**src/rtl/tcc_pkg.sv**
```systemverilog
package tcc_pkg;

    typedef struct packed {
        logic       cap;   // role: 0 compare, 1 capture
        logic       sel;   // compare: starting level; capture: neighbour source
        logic [1:0] mode;  // compare action or capture edge choice
    } ioc_t;

    typedef enum logic [1:0] {
        ACT_OFF  = 2'b00,
        ACT_LOW  = 2'b01,
        ACT_HIGH = 2'b10,
        ACT_TGL  = 2'b11
    } act_e;

    typedef enum logic [1:0] {
        SEL_IOC  = 2'd0,
        SEL_GR   = 2'd1,
        SEL_FLAG = 2'd2
    } wsel_e;

    function automatic logic next_level(input logic [1:0] act, input logic cur);
        case (act_e'(act))
            ACT_LOW:  return 1'b0;
            ACT_HIGH: return 1'b1;
            ACT_TGL:  return ~cur;
            default:  return cur;
        endcase
    endfunction

    function automatic logic pin_edge_hit(input logic [1:0] m, input logic r, input logic f);
        case (m)
            2'b00:   return r;
            2'b01:   return f;
            default: return r | f;
        endcase
    endfunction

endpackage

```
**src/rtl/tcc_pin_sync.sv**
```systemverilog
module tcc_pin_sync #(
    parameter int STAGES = 2
) (
    input  logic clk,
    input  logic rst,
    input  logic pin_in,
    output logic rise,
    output logic fall
);
    localparam int TOP = STAGES;

    logic [TOP:0] sh;

    always_ff @(posedge clk) begin
        if (rst) sh <= '0;
        else     sh <= {sh[TOP-1:0], pin_in};
    end

    assign rise =  sh[TOP-1] & ~sh[TOP];
    assign fall = ~sh[TOP-1] &  sh[TOP];
endmodule

```
**src/rtl/tcc_trig.sv**
```systemverilog
module tcc_trig
    import tcc_pkg::*;
#(
    parameter int W = 16
) (
    input  ioc_t         ioc,
    input  logic [W-1:0] cnt_val,
    input  logic [W-1:0] gr,
    input  logic         cnt_en,
    input  logic         rise,
    input  logic         fall,
    input  logic         nbr_evt,
    input  logic         nbr_undiv,
    input  logic         buf_mode,
    output logic         match,
    output logic         cap_fire
);
    logic pin_hit;
    logic nbr_hit;
    logic src_hit;

    always_comb begin
        pin_hit  = pin_edge_hit(ioc.mode, rise, fall);
        nbr_hit  = nbr_evt & ~nbr_undiv;
        src_hit  = ioc.sel ? nbr_hit : pin_hit;
        match    = ~ioc.cap & cnt_en & (cnt_val == gr) & ~buf_mode;
        cap_fire =  ioc.cap & src_hit & ~buf_mode;
    end
endmodule

```
**src/rtl/tcc_pin_drv.sv**
```systemverilog
module tcc_pin_drv
    import tcc_pkg::*;
(
    input  logic clk,
    input  logic rst,
    input  logic ioc_wr,
    input  ioc_t ioc_new,
    input  ioc_t ioc,
    input  logic match,
    output logic pin_q,
    output logic oe
);
    always_ff @(posedge clk) begin
        if (rst)                         pin_q <= 1'b0;
        else if (ioc_wr && !ioc_new.cap) pin_q <= ioc_new.sel;
        else if (match)                  pin_q <= next_level(ioc.mode, pin_q);
    end

    assign oe = ~ioc.cap & (ioc.mode != ACT_OFF);

    // toggle action inverts the pin on the edge after a match
    p_toggle_flips_r3: assert property (@(posedge clk) disable iff (rst)
        (match && ioc.mode == ACT_TGL && !ioc_wr) |=> (pin_q != $past(pin_q)));

    // without a match or a control write the pin holds
    p_hold_no_match_r4: assert property (@(posedge clk) disable iff (rst)
        (!match && !ioc_wr) |=> $stable(pin_q));
endmodule

```
**src/rtl/tcc_channel.sv**
```systemverilog
module tcc_channel
    import tcc_pkg::*;
#(
    parameter int W           = 16,
    parameter int SYNC_STAGES = 2
) (
    input  logic         clk,
    input  logic         rst,
    input  logic [W-1:0] cnt_val,
    input  logic         cnt_en,
    input  logic         pin_in,
    input  logic         nbr_evt,
    input  logic         nbr_undiv,
    input  logic         buf_mode,
    input  logic         wr_en,
    input  logic [1:0]   wr_sel,
    input  logic [W-1:0] wr_data,
    output logic [W-1:0] gr_q,
    output logic         pin_out,
    output logic         pin_oe,
    output logic         flag
);
    localparam int IOC_W = $bits(ioc_t);

    ioc_t ioc_q;
    ioc_t ioc_new;
    logic ioc_wr, gr_wr, flag_clr;
    logic rise, fall, match, cap_fire;

    assign ioc_new  = ioc_t'(wr_data[IOC_W-1:0]);
    assign ioc_wr   = wr_en && (wr_sel == SEL_IOC);
    assign gr_wr    = wr_en && (wr_sel == SEL_GR);
    assign flag_clr = wr_en && (wr_sel == SEL_FLAG) && !wr_data[0];

    tcc_pin_sync #(.STAGES(SYNC_STAGES)) u_sync (
        .clk(clk), .rst(rst), .pin_in(pin_in), .rise(rise), .fall(fall)
    );

    tcc_trig #(.W(W)) u_trig (
        .ioc(ioc_q), .cnt_val(cnt_val), .gr(gr_q), .cnt_en(cnt_en),
        .rise(rise), .fall(fall), .nbr_evt(nbr_evt), .nbr_undiv(nbr_undiv),
        .buf_mode(buf_mode), .match(match), .cap_fire(cap_fire)
    );

    tcc_pin_drv u_drv (
        .clk(clk), .rst(rst), .ioc_wr(ioc_wr), .ioc_new(ioc_new),
        .ioc(ioc_q), .match(match), .pin_q(pin_out), .oe(pin_oe)
    );

    always_ff @(posedge clk) begin
        if (rst)         ioc_q <= '0;
        else if (ioc_wr) ioc_q <= ioc_new;
    end

    always_ff @(posedge clk) begin
        if (rst)           gr_q <= '0;
        else if (cap_fire) gr_q <= cnt_val;
        else if (gr_wr)    gr_q <= wr_data;
    end

    always_ff @(posedge clk) begin
        if (rst)                   flag <= 1'b0;
        else if (match | cap_fire) flag <= 1'b1;
        else if (flag_clr)         flag <= 1'b0;
    end

    // a capture loads the counter value even against a software write
    p_capture_wins_r9: assert property (@(posedge clk) disable iff (rst)
        cap_fire |=> (gr_q == $past(cnt_val)));

    // the flag only falls through an explicit clear
    p_flag_sticky_r8: assert property (@(posedge clk) disable iff (rst)
        (flag && !flag_clr) |=> flag);

    // buffer mode leaves the general register to software only
    p_buf_freeze_r7: assert property (@(posedge clk) disable iff (rst)
        (buf_mode && !gr_wr) |=> $stable(gr_q));

    // capture role never enables the pin driver
    p_no_oe_capture_r10: assert property (@(posedge clk) disable iff (rst)
        ioc_q.cap |-> !pin_oe);
endmodule

```
**config.mk**
```make
export PLATFORM = sky130hd
export DESIGN_NAME = tcc_channel
export DESIGN_NICKNAME = d
export VERILOG_FILES = /design/src/rtl/tcc_pkg.sv /design/src/rtl/tcc_pin_sync.sv /design/src/rtl/tcc_trig.sv /design/src/rtl/tcc_pin_drv.sv /design/src/rtl/tcc_channel.sv
export SDC_FILE = /design/constraint.sdc
export NUM_CORES = 1
export LEC_CHECK = 0
export BUFFER_PORTS_ARGS = -buffer_cell sky130_fd_sc_hd__buf_2
export CAP_MARGIN = 15
export CORE_MARGIN = 8
export CORE_UTILIZATION = 53
export CTS_BUF_LIST = sky130_fd_sc_hd__clkbuf_8
export DETAILED_ROUTE_END_ITERATION = 8
export PLACE_DENSITY = 0.87
export SLEW_MARGIN = 25
export SYNTH_ARGS = -nofsm -noshare
export SYNTH_HDL_FRONTEND = slang
export SYNTH_HIERARCHICAL = 1
export SYNTH_SLANG_ARGS = --single-unit
```
**constraint.sdc**
```tcl
create_clock -name clk -period 3.25 [get_ports clk]
set_input_delay 0.1625 -clock clk [delete_from_list [all_inputs] [get_ports clk]]
set_output_delay 0.1625 -clock clk [all_outputs]
set_load 0.1 [all_outputs]
```
==> flow_summary.toml <==
[die]
die_area_um2 = 4771
die_h_um = 69.07
floorplan.initialDensity_pct = 55.08
die-width_um = 69.07
coreArea_um2 = 2710
pin_count = 61
fp-row-count = 19

[grt]
grt_max_degree = 34
grt_first_pass_wirelength_mm = 5.975
globalRoute.totalOverflow = 0
grt.total_usage_pct = 14.17
number_of_global_route_vias_before_repair = 1368
antenna_found_initial = 0

[logic_synthesis]
synth_area_per_cell_um2 = 9.214
yosysMostFrequentCell = "sky130_fd_sc_hd__dfxtp_1"
synth_async_sr_flop_share_pct = 0
synth_top_area_share_pct = 33.53
netlist_area_before_placement_um2 = 1493
top_flip_flop_cell_by_instance_count_after_synthesis = "sky130_fd_sc_hd__dfxtp_1"
synthTopCellsByArea = "sky130_fd_sc_hd__dfxtp_1 34%, sky130_fd_sc_hd__a221oi_2 10%, sky130_fd_sc_hd__xor2_1 9.4%, sky130_fd_sc_hd__a21oi_2 5.9%, sky130_fd_sc_hd__inv_1 5.3%"
ys_seq_area_share_pct = 33.53
yosys_warnings = 6
syn_nets = 207
synth_seq_cells = 25
synth-edff-count = 0
syn-instance-count = 162
yosys.area.top_type = "sky130_fd_sc_hd__dfxtp_1"
synth.distinct_cells = 35
synth_common_cells = "25 x sky130_fd_sc_hd__dfxtp_1, 21 x sky130_fd_sc_hd__inv_1, 16 x sky130_fd_sc_hd__nand2_1, 16 x sky130_fd_sc_hd__xor2_1"

[clocking]
cts-buffers-inserted = 3
cts_resized = 0
h-tree-depth = 1
post_cts.repair.setup_buffers = 0
cts.path.max_buffers = 2
postCtsHoldBufs = 0
clk_root_buffer_cell = "sky130_fd_sc_hd__clkbuf_8"
clock_tree_from_tritoncts = "done"
clk-insertion-delay-late_ns = 0.27
cts_num_sinks = 25
cts.reportedPaths.clkPinSlew_ns = 0.09

[setup_path]
worstPathArrival_ns = 2.16
kind_of_critical_path = "register to register"
worstPathMaxFanout = 33
worstSetupEndpointType = "register"
worst-endpoint-required_ns = 3.42
ff2ff_path_depth = 8
regToRegEndpoint = "gr_q[6]"
internal_reg_to_reg_setup_slack_ns = 1.26
reg2reg_from = "u_sync/sh[2]"
critical_path_source_type = "register"

[sta]
report.final.setup_viol = 0
max_slew.worst_pin.slew_ns = 0.8280
finalWorstPathRequiredPeriod_ns = 1.990
slew_viol_final = 0
hold_viol_final = 0
rsz0062_at_grt = "false"
max_slew_margin_pct = 44.80
setup-tns-final_ns = 0
maxClockFrequency_mhz = 502.5
post_route_clock_period_utilization_pct = 61.23
finalClockSkew_ns = 0.005915

[placed_design]
detailedPlacementHpwl_mm = 2.818
numPortBuffers = 60
finalWeightedCongestion = 0.7779

[hold_path]
hold_path.class = "input pin to register"
worst_hold_path.endpoint = "u_sync/sh[0]"
hp-start = "pin_in"
worst_hold_stages = 2

[routing]
ant_nets = 0
route.detailed.drc = 0
routedWlPerCell_um = 14.55
routed_wire_length_mm = 3.623
routed_via_density = 5.390
detail_route.iter0.violations = 102
via_count = 1342
drtPass1Iterations = 4

[pwr]
cell_internal_pwr_mw = 0.4535
vdd.ir_drop.worst_mv = 0.3467
p_comb_share_pct = 24.1
power.density_nw_per_um2 = 371.4
power.share.switching_pct = 33.20
power.sequential.fraction_pct = 47.9
power_mw = 0.6790
switching_power_mw = 0.2254
leakage_nw = 0.8614
clkPwrFrac_pct = 27.9

[run]
maxCapViolCount = 0

[status]
status = "finished clean"

[finish]
layout-drive-gt1-share_pct = 41.28
syn_to_final_growth_pct = 22.46
antennaDiodeCount = 0
design.final.nets = 264
-- per-layer routing --
| metal | global-route usage, % | share of wire, % |
|---|---|---|
| met1 | 15.61 | 44 |
| met2 | 24.39 | 48 |
| met3 | 6.295 | 8.4 |
| met4 | 2.961 | 0 |
| met5 | 0 | 0 |
-- cells in the final DEF (no fill, tap or decap), drive strengths merged, types with 2 or more instances in the layout --
cell type,n
nand2,16
xor2,16
o2111ai,2
a221oi,17
nor3b,2
a21oi,16
nor2b,6
clkbuf,3
nor2,8
mux2i,4
nand2b,2
ha,3
buf,61
inv,21
dfxtp,25
nor4,4
-- worst max-delay path, stage by stage, from the launching register on --
cell and delay (ns):
sky130_fd_sc_hd__dfxtp_1 0.33, sky130_fd_sc_hd__nor2b_1 0.16, sky130_fd_sc_hd__o21ai_0 0.10, sky130_fd_sc_hd__a221oi_1 0.24
sky130_fd_sc_hd__a31oi_1 0.09, sky130_fd_sc_hd__nor3b_2 0.16, sky130_fd_sc_hd__buf_4 0.40, sky130_fd_sc_hd__a21oi_1 0.08
sky130_fd_sc_hd__a221oi_1 0.32
-- state kept, by name (all words and copies together) (netlist names) --
register and cells:
ioc_q 4, gr_q 16, u_drv/pin_q 1, u_sync/sh 3, flag 1
-- metrics by stage --
stage | hold slack [ns] | util (%) | std cells | setup WS, ns | instance area [µm²]
after floorplan | 0.2341 | - | 162 | 1.058 | 1493
after global placement | 0.3735 | 65.65 | 245 | 1.360 | 1779
after detailed placement | 0.3816 | 65.65 | 245 | 1.250 | 1779
after CTS | 0.09760 | 67.45 | 249 | 1.235 | 1828
after global routing | 0.09336 | 67.45 | 249 | 1.013 | 1828
final | 0.09845 | 67.45 | 249 | 1.260 | 1828
-- how the worst max path moves through the flow --
stage / startpoint / to / cells past startpoint
2_1_floorplan: gr_q[11] / u_drv/pin_q / 7
3_3_place_gp: u_sync/sh[2] / gr_q[9] / 8
3_5_place_dp: u_sync/sh[2] / gr_q[6] / 8
4_1_cts: u_sync/sh[2] / gr_q[6] / 8
5_1_grt: u_sync/sh[2] / gr_q[6] / 8
6_report: u_sync/sh[2] / gr_q[6] / 8
-- power by group through the flow --
stage               Sequential [mW]  Combinational (mW)  Clock, mW
floorplan                     0.385              0.0623          0
global placement              0.332               0.162          0
detailed placement            0.333               0.164          0
CTS                           0.326               0.165      0.197
global route                  0.327               0.174      0.210
finish                        0.326               0.164      0.189
-- cells by family after synthesis --
| kind of cell | count (synthesis) | synth area share (%) |
|---|---|---|
| compound gates | 38 | 24.48 |
| xor+xnor | 16 | 9.388 |
| fa+ha+maj | 3 | 2.515 |
| buf+inv | 30 | 9.640 |
| flops | 25 | 33.53 |
| mux | 4 | 2.682 |
| simple gates | 46 | 17.77 |
-- area by class of cell --
type	count	area [µm²]
Inverter	21	78.83
Fill cell	225	882.1
Timing Repair Buffer	61	307.8
Clock inverter	1	7.507
Multi-Input combinational cell	107	853.3
Clock buffer	3	41.29
Sequential cell	25	500.5
Tap cell	31	38.79
No activity file was read; power rests on OpenSTA's default activity.
